--- src/rtl/pbus_pkg.sv ---
// Shared widths, access kinds and decoded timing record for the parallel
// display bus engine. Timing field widths are fixed by the timing word format.
package pbus_pkg;

    localparam int ON_W  = 4;   // width of an assert-tick field
    localparam int OFF_W = 6;   // width of release / length fields and tick counter

    typedef logic [OFF_W-1:0] tick_t;

    typedef enum logic [1:0] {
        KIND_CMD  = 2'd0,
        KIND_DATA = 2'd1,
        KIND_READ = 2'd2,
        KIND_NONE = 2'd3
    } kind_e;

    typedef struct packed {
        tick_t cs_on;
        tick_t cs_off;
        tick_t we_on;
        tick_t we_off;
        tick_t re_on;
        tick_t re_off;
        tick_t wr_len;
        tick_t rd_len;
        tick_t cs_min;
        tick_t access;
    } timing_t;

endpackage

--- src/rtl/pbus_cfg_check.sv ---
// Decodes the two timing words into a tick record and judges whether the
// programmed values obey the ordering rules. Purely combinational; assumes the
// words are held steady by the owner while a cycle is running.
module pbus_cfg_check
    import pbus_pkg::*;
#(
    parameter int DIV_W   = 2,
    parameter int MAX_DIV = 2
) (
    input  logic [31:0]      edge_word,
    input  logic [31:0]      cycle_word,
    input  tick_t            access,
    input  logic [DIV_W-1:0] div,
    output timing_t          tim,
    output logic             cfg_err
);

    logic unused_bits;
    logic div_ok;
    logic order_ok;

    assign unused_bits = ^{edge_word[31:30], cycle_word[31:18]};

    // Field extraction: assert ticks are zero-extended to the counter width.
    always_comb begin
        tim.cs_on  = tick_t'(edge_word[3:0]);
        tim.cs_off = edge_word[9:4];
        tim.we_on  = tick_t'(edge_word[13:10]);
        tim.we_off = edge_word[19:14];
        tim.re_on  = tick_t'(edge_word[23:20]);
        tim.re_off = edge_word[29:24];
        tim.wr_len = cycle_word[5:0];
        tim.rd_len = cycle_word[11:6];
        tim.cs_min = cycle_word[17:12];
        tim.access = access;
    end

    // Rule evaluation: legal divider plus every edge ordering constraint.
    always_comb begin
        div_ok   = (div >= DIV_W'(1)) && (div <= DIV_W'(MAX_DIV));
        order_ok = (tim.we_off > tim.we_on) &&
                   (tim.re_off > tim.re_on) &&
                   (tim.cs_off > tim.cs_on) &&
                   (tim.cs_off >= tim.we_off) &&
                   (tim.cs_off >= tim.re_off) &&
                   (tim.wr_len >= tim.we_off) &&
                   (tim.rd_len >= tim.re_off) &&
                   (tim.access > tim.re_on) &&
                   (tim.access <= tim.rd_len);
        cfg_err  = !(div_ok && order_ok);
    end

endmodule

--- src/rtl/pbus_tick_gen.sv ---
// Prescaler that turns the block clock into bus ticks. Restarts on every
// accepted request so tick 0 begins on the accepting edge; only counts while a
// cycle runs. Assumes div is a legal value whenever run is high.
module pbus_tick_gen #(
    parameter int DIV_W   = 2,
    parameter int MAX_DIV = 2
) (
    input  logic             clk,
    input  logic             rst_n,
    input  logic             restart,
    input  logic             run,
    input  logic [DIV_W-1:0] div,
    output logic             tick
);

    localparam int CNT_W = (MAX_DIV > 1) ? $clog2(MAX_DIV) : 1;

    logic [CNT_W-1:0] pcnt_q;

    assign tick = run && (DIV_W'(pcnt_q) == div - DIV_W'(1));

    // Clock counter within one tick period.
    always_ff @(posedge clk) begin
        if (!rst_n || restart) begin
            pcnt_q <= '0;
        end else if (run) begin
            pcnt_q <= tick ? '0 : pcnt_q + CNT_W'(1);
        end
    end

    assert_prescale_bound_R2: assert property (@(posedge clk) disable iff (!rst_n)
        run |-> (DIV_W'(pcnt_q) < div));

endmodule

--- src/rtl/pbus_cycle_fsm.sv ---
// Runs one bus cycle: tick counter, end-of-cycle detection, strobe windows,
// data/command select, write lane drive and read capture. Assumes start is
// only raised while idle and that the timing record is steady during a cycle.
module pbus_cycle_fsm
    import pbus_pkg::*;
#(
    parameter int DATA_W = 16
) (
    input  logic              clk,
    input  logic              rst_n,
    input  logic              start,
    input  kind_e             kind_in,
    input  logic [DATA_W-1:0] wdata,
    input  logic              wide,
    input  timing_t           tim,
    input  logic              tick,
    input  logic [DATA_W-1:0] din,
    output logic              active,
    output logic              done,
    output logic [DATA_W-1:0] rd_data,
    output logic              cs_n,
    output logic              we_n,
    output logic              re_n,
    output logic              dc,
    output logic              oe,
    output logic [DATA_W-1:0] dout
);

    localparam int LANE_W = DATA_W / 2;

    logic              active_q;
    logic              done_q;
    tick_t             t_q;
    tick_t             end_q;
    kind_e             kind_q;
    logic              wide_q;
    logic [DATA_W-1:0] data_q;
    logic [DATA_W-1:0] rd_q;
    tick_t             t_inc;
    tick_t             len_sel;
    tick_t             end_next;
    logic              is_read;

    function automatic logic [DATA_W-1:0] lane_fit(input logic [DATA_W-1:0] v,
                                                   input logic w);
        return w ? v : {{(DATA_W-LANE_W){1'b0}}, v[LANE_W-1:0]};
    endfunction

    // Cycle length for the incoming request: kind length stretched by CS minimum.
    always_comb begin
        len_sel  = (kind_in == KIND_READ) ? tim.rd_len : tim.wr_len;
        end_next = (len_sel > tim.cs_min) ? len_sel : tim.cs_min;
        t_inc    = t_q + tick_t'(1);
        is_read  = (kind_q == KIND_READ);
    end

    // Cycle state: start, advance per tick, capture read data, finish.
    always_ff @(posedge clk) begin
        if (!rst_n) begin
            active_q <= 1'b0;
            done_q   <= 1'b0;
            t_q      <= '0;
            end_q    <= '0;
            kind_q   <= KIND_CMD;
            wide_q   <= 1'b1;
            data_q   <= '0;
            rd_q     <= '0;
        end else begin
            done_q <= 1'b0;
            if (start) begin
                active_q <= 1'b1;
                t_q      <= '0;
                end_q    <= end_next;
                kind_q   <= kind_in;
                wide_q   <= wide;
                data_q   <= lane_fit(wdata, wide);
            end else if (active_q && tick) begin
                if (is_read && (t_inc == tim.access)) begin
                    rd_q <= lane_fit(din, wide_q);
                end
                if (t_inc == end_q) begin
                    active_q <= 1'b0;
                    done_q   <= 1'b1;
                    t_q      <= '0;
                end else begin
                    t_q <= t_inc;
                end
            end
        end
    end

    // Bus pin decode from the tick counter and latched request.
    always_comb begin
        cs_n = !(active_q && (t_q >= tim.cs_on) && (t_q < tim.cs_off));
        we_n = !(active_q && !is_read && (t_q >= tim.we_on) && (t_q < tim.we_off));
        re_n = !(active_q && is_read && (t_q >= tim.re_on) && (t_q < tim.re_off));
        dc   = active_q ? (kind_q != KIND_CMD) : 1'b1;
        oe   = active_q && !is_read;
        dout = oe ? data_q : '0;
    end

    assign active  = active_q;
    assign done    = done_q;
    assign rd_data = rd_q;

    assert_tick_below_end_R4: assert property (@(posedge clk) disable iff (!rst_n)
        active_q |-> (t_q < end_q));

    assert_dc_steady_R7: assert property (@(posedge clk) disable iff (!rst_n)
        active_q |=> (!active_q || $stable(dc)));

    assert_dout_steady_R8: assert property (@(posedge clk) disable iff (!rst_n)
        active_q |=> (!active_q || $stable(dout)));

    assert_rd_hold_R9: assert property (@(posedge clk) disable iff (!rst_n)
        !(active_q && tick && is_read) |=> $stable(rd_q));

endmodule

--- src/rtl/pbus_engine.sv ---
// Top of the parallel display bus engine. Gates requests against busy, the
// configuration check and the kind code, then hands them to the cycle FSM
// paced by the tick prescaler. Assumes configuration inputs only change while
// busy is low.
module pbus_engine
    import pbus_pkg::*;
#(
    parameter int DATA_W  = 16,
    parameter int DIV_W   = 2,
    parameter int MAX_DIV = 2
) (
    input  logic              clk,
    input  logic              rst_n,
    input  logic [31:0]       cfg_edges,
    input  logic [31:0]       cfg_cycles,
    input  logic [OFF_W-1:0]  cfg_access,
    input  logic [DIV_W-1:0]  cfg_div,
    input  logic              cfg_wide,
    input  logic              req_valid,
    input  logic [1:0]        req_kind,
    input  logic [DATA_W-1:0] req_wdata,
    output logic              busy,
    output logic              done,
    output logic              cfg_err,
    output logic [DATA_W-1:0] rd_data,
    output logic              bus_cs_n,
    output logic              bus_we_n,
    output logic              bus_re_n,
    output logic              bus_dc,
    output logic              bus_oe,
    output logic [DATA_W-1:0] bus_dout,
    input  logic [DATA_W-1:0] bus_din
);

    timing_t tim;
    kind_e   kind;
    logic    start;
    logic    tick;

    // Request gate: idle, legal timing, legal kind.
    always_comb begin
        kind  = kind_e'(req_kind);
        start = req_valid && !busy && !cfg_err && (kind != KIND_NONE);
    end

    pbus_cfg_check #(.DIV_W(DIV_W), .MAX_DIV(MAX_DIV)) u_cfg (
        .edge_word (cfg_edges),
        .cycle_word(cfg_cycles),
        .access    (cfg_access),
        .div       (cfg_div),
        .tim       (tim),
        .cfg_err   (cfg_err)
    );

    pbus_tick_gen #(.DIV_W(DIV_W), .MAX_DIV(MAX_DIV)) u_tick (
        .clk    (clk),
        .rst_n  (rst_n),
        .restart(start),
        .run    (busy),
        .div    (cfg_div),
        .tick   (tick)
    );

    pbus_cycle_fsm #(.DATA_W(DATA_W)) u_fsm (
        .clk    (clk),
        .rst_n  (rst_n),
        .start  (start),
        .kind_in(kind),
        .wdata  (req_wdata),
        .wide   (cfg_wide),
        .tim    (tim),
        .tick   (tick),
        .din    (bus_din),
        .active (busy),
        .done   (done),
        .rd_data(rd_data),
        .cs_n   (bus_cs_n),
        .we_n   (bus_we_n),
        .re_n   (bus_re_n),
        .dc     (bus_dc),
        .oe     (bus_oe),
        .dout   (bus_dout)
    );

    assert_done_at_end_R4: assert property (@(posedge clk) disable iff (!rst_n)
        $fell(busy) |-> done);

    assert_done_single_R4: assert property (@(posedge clk) disable iff (!rst_n)
        done |=> !done);

    assert_refuse_on_err_R6: assert property (@(posedge clk) disable iff (!rst_n)
        (cfg_err && !busy) |=> !busy);

    assert_refuse_bad_kind_R5: assert property (@(posedge clk) disable iff (!rst_n)
        (!busy && (req_kind == 2'd3)) |=> !busy);

endmodule

--- config.mk ---
export PLATFORM = sky130hd
export DESIGN_NAME = pbus_engine
export DESIGN_NICKNAME = d
export VERILOG_FILES = /design/src/rtl/pbus_pkg.sv /design/src/rtl/pbus_cfg_check.sv /design/src/rtl/pbus_tick_gen.sv /design/src/rtl/pbus_cycle_fsm.sv /design/src/rtl/pbus_engine.sv
export SDC_FILE = /design/constraint.sdc
export NUM_CORES = 1
export LEC_CHECK = 0
export ABC_AREA = 0
export BUFFER_PORTS_ARGS = -buffer_cell sky130_fd_sc_hd__buf_2
export CELL_PAD_IN_SITES_DETAIL_PLACEMENT = 0
export CELL_PAD_IN_SITES_GLOBAL_PLACEMENT = 1
export CORE_UTILIZATION = 38
export CTS_CLUSTER_SIZE = 40
export DETAILED_ROUTE_END_ITERATION = 7
export PLACE_DENSITY_LB_ADDON = 0.05
export RECOVER_POWER = 100
export SYNTH_ARGS = -nofsm -noshare
export SYNTH_HDL_FRONTEND = slang
export SYNTH_SLANG_ARGS = --single-unit
export TNS_END_PERCENT = 100
--- constraint.sdc ---
create_clock -name clk -period 2.95 [get_ports clk]
set_input_delay 0.1475 -clock clk [delete_from_list [all_inputs] [get_ports clk]]
set_output_delay 0.1475 -clock clk [all_outputs]
set_load 0.01 [all_outputs]
==> results.ini <==
[run_status]
status=finished, violations left
violations=design-rule violations

[cells_and_area]
area_delta_synth_final_pct=18.5
antenna_cells=0
fin_nets=844
drive_gt1_share_pct=17.7

[worst_setup_path]
crit_path_cell_trace=inv_1 > ha_1 > nand2b_1 > a21o_1 > a21o_1 > a2111oi_0 > nor4b_1 > o21ai_0 > clkbuf_1
worst-path-buf-inv=2
critPathMaxFanout=4
crit_path_frequent_cell=a21o_1
crit_path_end=bus_re_n
cp-end-kind=output port
startpoint=u_fsm.t_q[0]$_SDFFE_PP0P_
max_stage_delay_ns=0.40
rr_worst_depth=8
regToRegStartpoint=u_fsm.t_q[1]$_SDFFE_PP0P_
crit_type=flip-flop to output port
cp.depth=9
cp-start-kind=flip-flop
crit_slowest_cell=a2111oi_0
r2r_end=u_fsm.rd_data[14]$_SDFFE_PN0P_
arrival_ns=2.42
r2r_slack_ns=0.49
path_delay_family=compound AO/OA/AOI/OAI gates
required_ns=2.80

[power]
internal-power_mw=1.26
p_seq_share_pct=39.5
p_comb_share_pct=21.1
p_per_area_mw_per_mm2=320
irDropWorstVdd_mv=0.183
swShare_pct=26.5
p_sw_mw=0.454
clkPwrFrac_pct=39.4
power.leakage_nw=2.66

[sta]
slew_violations=0
whs_ns=0.0886
rsz0062_at_grt=false
skew_ns=0.00880
hold_viol=0
relSlewSlack_pct=30.5
setup_violations=0
fin_crit_ns=2.57
setup_tns_ns=0
worst_pin_slew_ns=1.04
max_freq_mhz=389
fin_crit_sh_pct=87.2

[synth]
ys_seq_area_share_pct=22.2
synth_edf_count=0
syn_inst=531
ys_warn_count=0
ys_ff_latch=50
postSynthAreaPerCell_um2=8.49
yosysTopAreaCellShare_pct=22.2
synth_top_area_cell=dfxtp_1
synthDistinctLibCells=51
synth.most_common_cell=ha_1
synth_area_leaders=dfxtp_1, ha_1, mux2i_1, nand2_1, inv_1
async_flop_share_pct=0
netlist_top_cells_count=ha_1, nand2_1, inv_1, dfxtp_1
yosys_most_used_dff=dfxtp_1
synth.net_count=721
netlist_area_mm2=0.00451

[placed_design]
dp_hpwl_um=9870
gp_congestion=0.848
portBuffers=133

[cts]
cts_made_buffers=5
cts_max_level=2
postCtsHoldBufs=0
root_buffer=clkbuf_16
clk_latency_ns=0.29
cts_setup_buffers=0
clock_sinks=50
clk_pin_slew_ns=0.07
cts_tree=built
cts_resized=0
clock_path_buffers=2

[route]
dr_wl_met3_um=506
drtIter0Drc=257
dr_total_vias=4147
dr_wl_met2_um=5890
avgViaCountPerCell=5.20
topRoutingLayerUsed=met4
drt-met1-wl_um=6100
drt-pass1-iter-count=8
ant_nets=0
drc=14
wl_per_cell_um=15.8
drt-total-wl_um=12600

[grt]
gr-total-overflow=0
grt_pass1_wl_um=21100
grt_pass1_vias=4156
antenna_found_initial=0
groute.usage.overall_pct=21.3
grt_max_degree=40

[floorplan]
die_width_um=111
initial_core_util_pct=39.2
fp.dieH_um=111
die_area_mm2=0.0123
io_pins=150
core_mm2=0.0115
placementRows=39

[hold_path]
worst_hold_path_type=input port to flip-flop
whs_path_depth=3

[flow_run]
cap_violations=0

logic make-up after synthesis:
kind of cell / count (synthesis) / share of synthesized area [%]
multiplexers: 30 / 6.80
adder cells (fa/ha/maj): 80 / 22.2
XOR/XNOR: 18 / 4.41
flip-flops: 50 / 22.2
buffers and inverters: 76 / 8.35
AND/OR/NAND/NOR: 166 / 19.3
AO/OA/AOI/OAI: 111 / 16.8
cells in the final DEF, fill, tap and decap left out, drive strengths merged, types with 3 or more instances in the layout:
cell type,count
a21oi,14
nand4,5
nand2b,11
inv,51
a211oi,5
o211ai,4
ha,80
o21a,5
dfxtp,50
nor2,5
and4,4
xnor3,3
nor2b,6
mux2,5
xnor2,10
buf,100
mux2i,25
and2,4
o2111ai,3
nor3b,4
nand3,31
a2111oi,9
nand2,61
nor4,4
nor3,8
xor2,5
o21ai,32
clkbuf,47
and3,19
o21bai,6
o311ai,6
a21o,21
cell type report:
| cell class | instances | area, um^2 |
|---|---|---|
| flip-flops and latches | 50 | 1000 |
| fillers | 1201 | 6170 |
| well taps | 143 | 179 |
| clock inverters | 1 | 30.0 |
| inverters | 51 | 191 |
| clock buffers | 6 | 139 |
| multi-input cells | 405 | 3120 |
| repair buffers | 141 | 683 |
power by group through the flow:
stage | registers [mW] | logic, mW | clock network (mW)
finish | 0.676 | 0.362 | 0.673
global placement | 0.691 | 0.352 | 0
global route | 0.675 | 0.418 | 0.720
detailed placement | 0.691 | 0.365 | 0
floorplan | 0.691 | 0.226 | 0
CTS | 0.676 | 0.366 | 0.691
metrics by stage:
stage / utilization [%] / setup slack (ns) / power [mW] / instance area, um^2 / cells
floorplan: - / 0.728 / 0.917 / 4510 / 531
global placement: 45.5 / 0.332 / 1.04 / 5240 / 790
detailed placement: 45.5 / 0.271 / 1.06 / 5240 / 790
CTS: 47.0 / 0.343 / 1.73 / 5410 / 797
global route: 46.4 / 0.167 / 1.81 / 5350 / 797
finish: 46.4 / 0.379 / 1.71 / 5350 / 797
tightest hold or removal path: stages:
cell and delay, ns:
buf_2 0.10, nand2_1 0.05, o21ai_1 0.05
per-layer routing:
metal / vias up / global-route usage [%]
met4: 0 / 3.38
met5: - / 0
met2: 82 / 36.4
met1: 1901 / 28.5
li1: 2152 / -
met3: 12 / 3.66
registers in the layout (all words and copies together) (netlist names):
name	cells
u_tick.pcnt_q	1
u_fsm.t_q	6
u_fsm.active	1
u_fsm.done	1
u_fsm.wide_q	1
u_fsm.kind_q	2
u_fsm.data_q	16
u_fsm.end_q	6
u_fsm.rd_data	16
how the worst min path moves through the flow:
stage / from / endpoint / slack (ns)
2_1_floorplan: bus_din[2] / u_fsm.rd_data[2]$_SDFFE_PN0P_ / 0.28
3_3_place_gp: bus_din[2] / u_fsm.rd_data[2]$_SDFFE_PN0P_ / 0.39
3_5_place_dp: bus_din[7] / u_fsm.rd_data[7]$_SDFFE_PN0P_ / 0.40
4_1_cts: bus_din[7] / u_fsm.rd_data[7]$_SDFFE_PN0P_ / 0.09
5_1_grt: req_wdata[15] / u_fsm.data_q[15]$_SDFFE_PN0P_ / 0.1
6_report: bus_din[2] / u_fsm.rd_data[2]$_SDFFE_PN0P_ / 0.09
(Power assumes the default switching activity.)
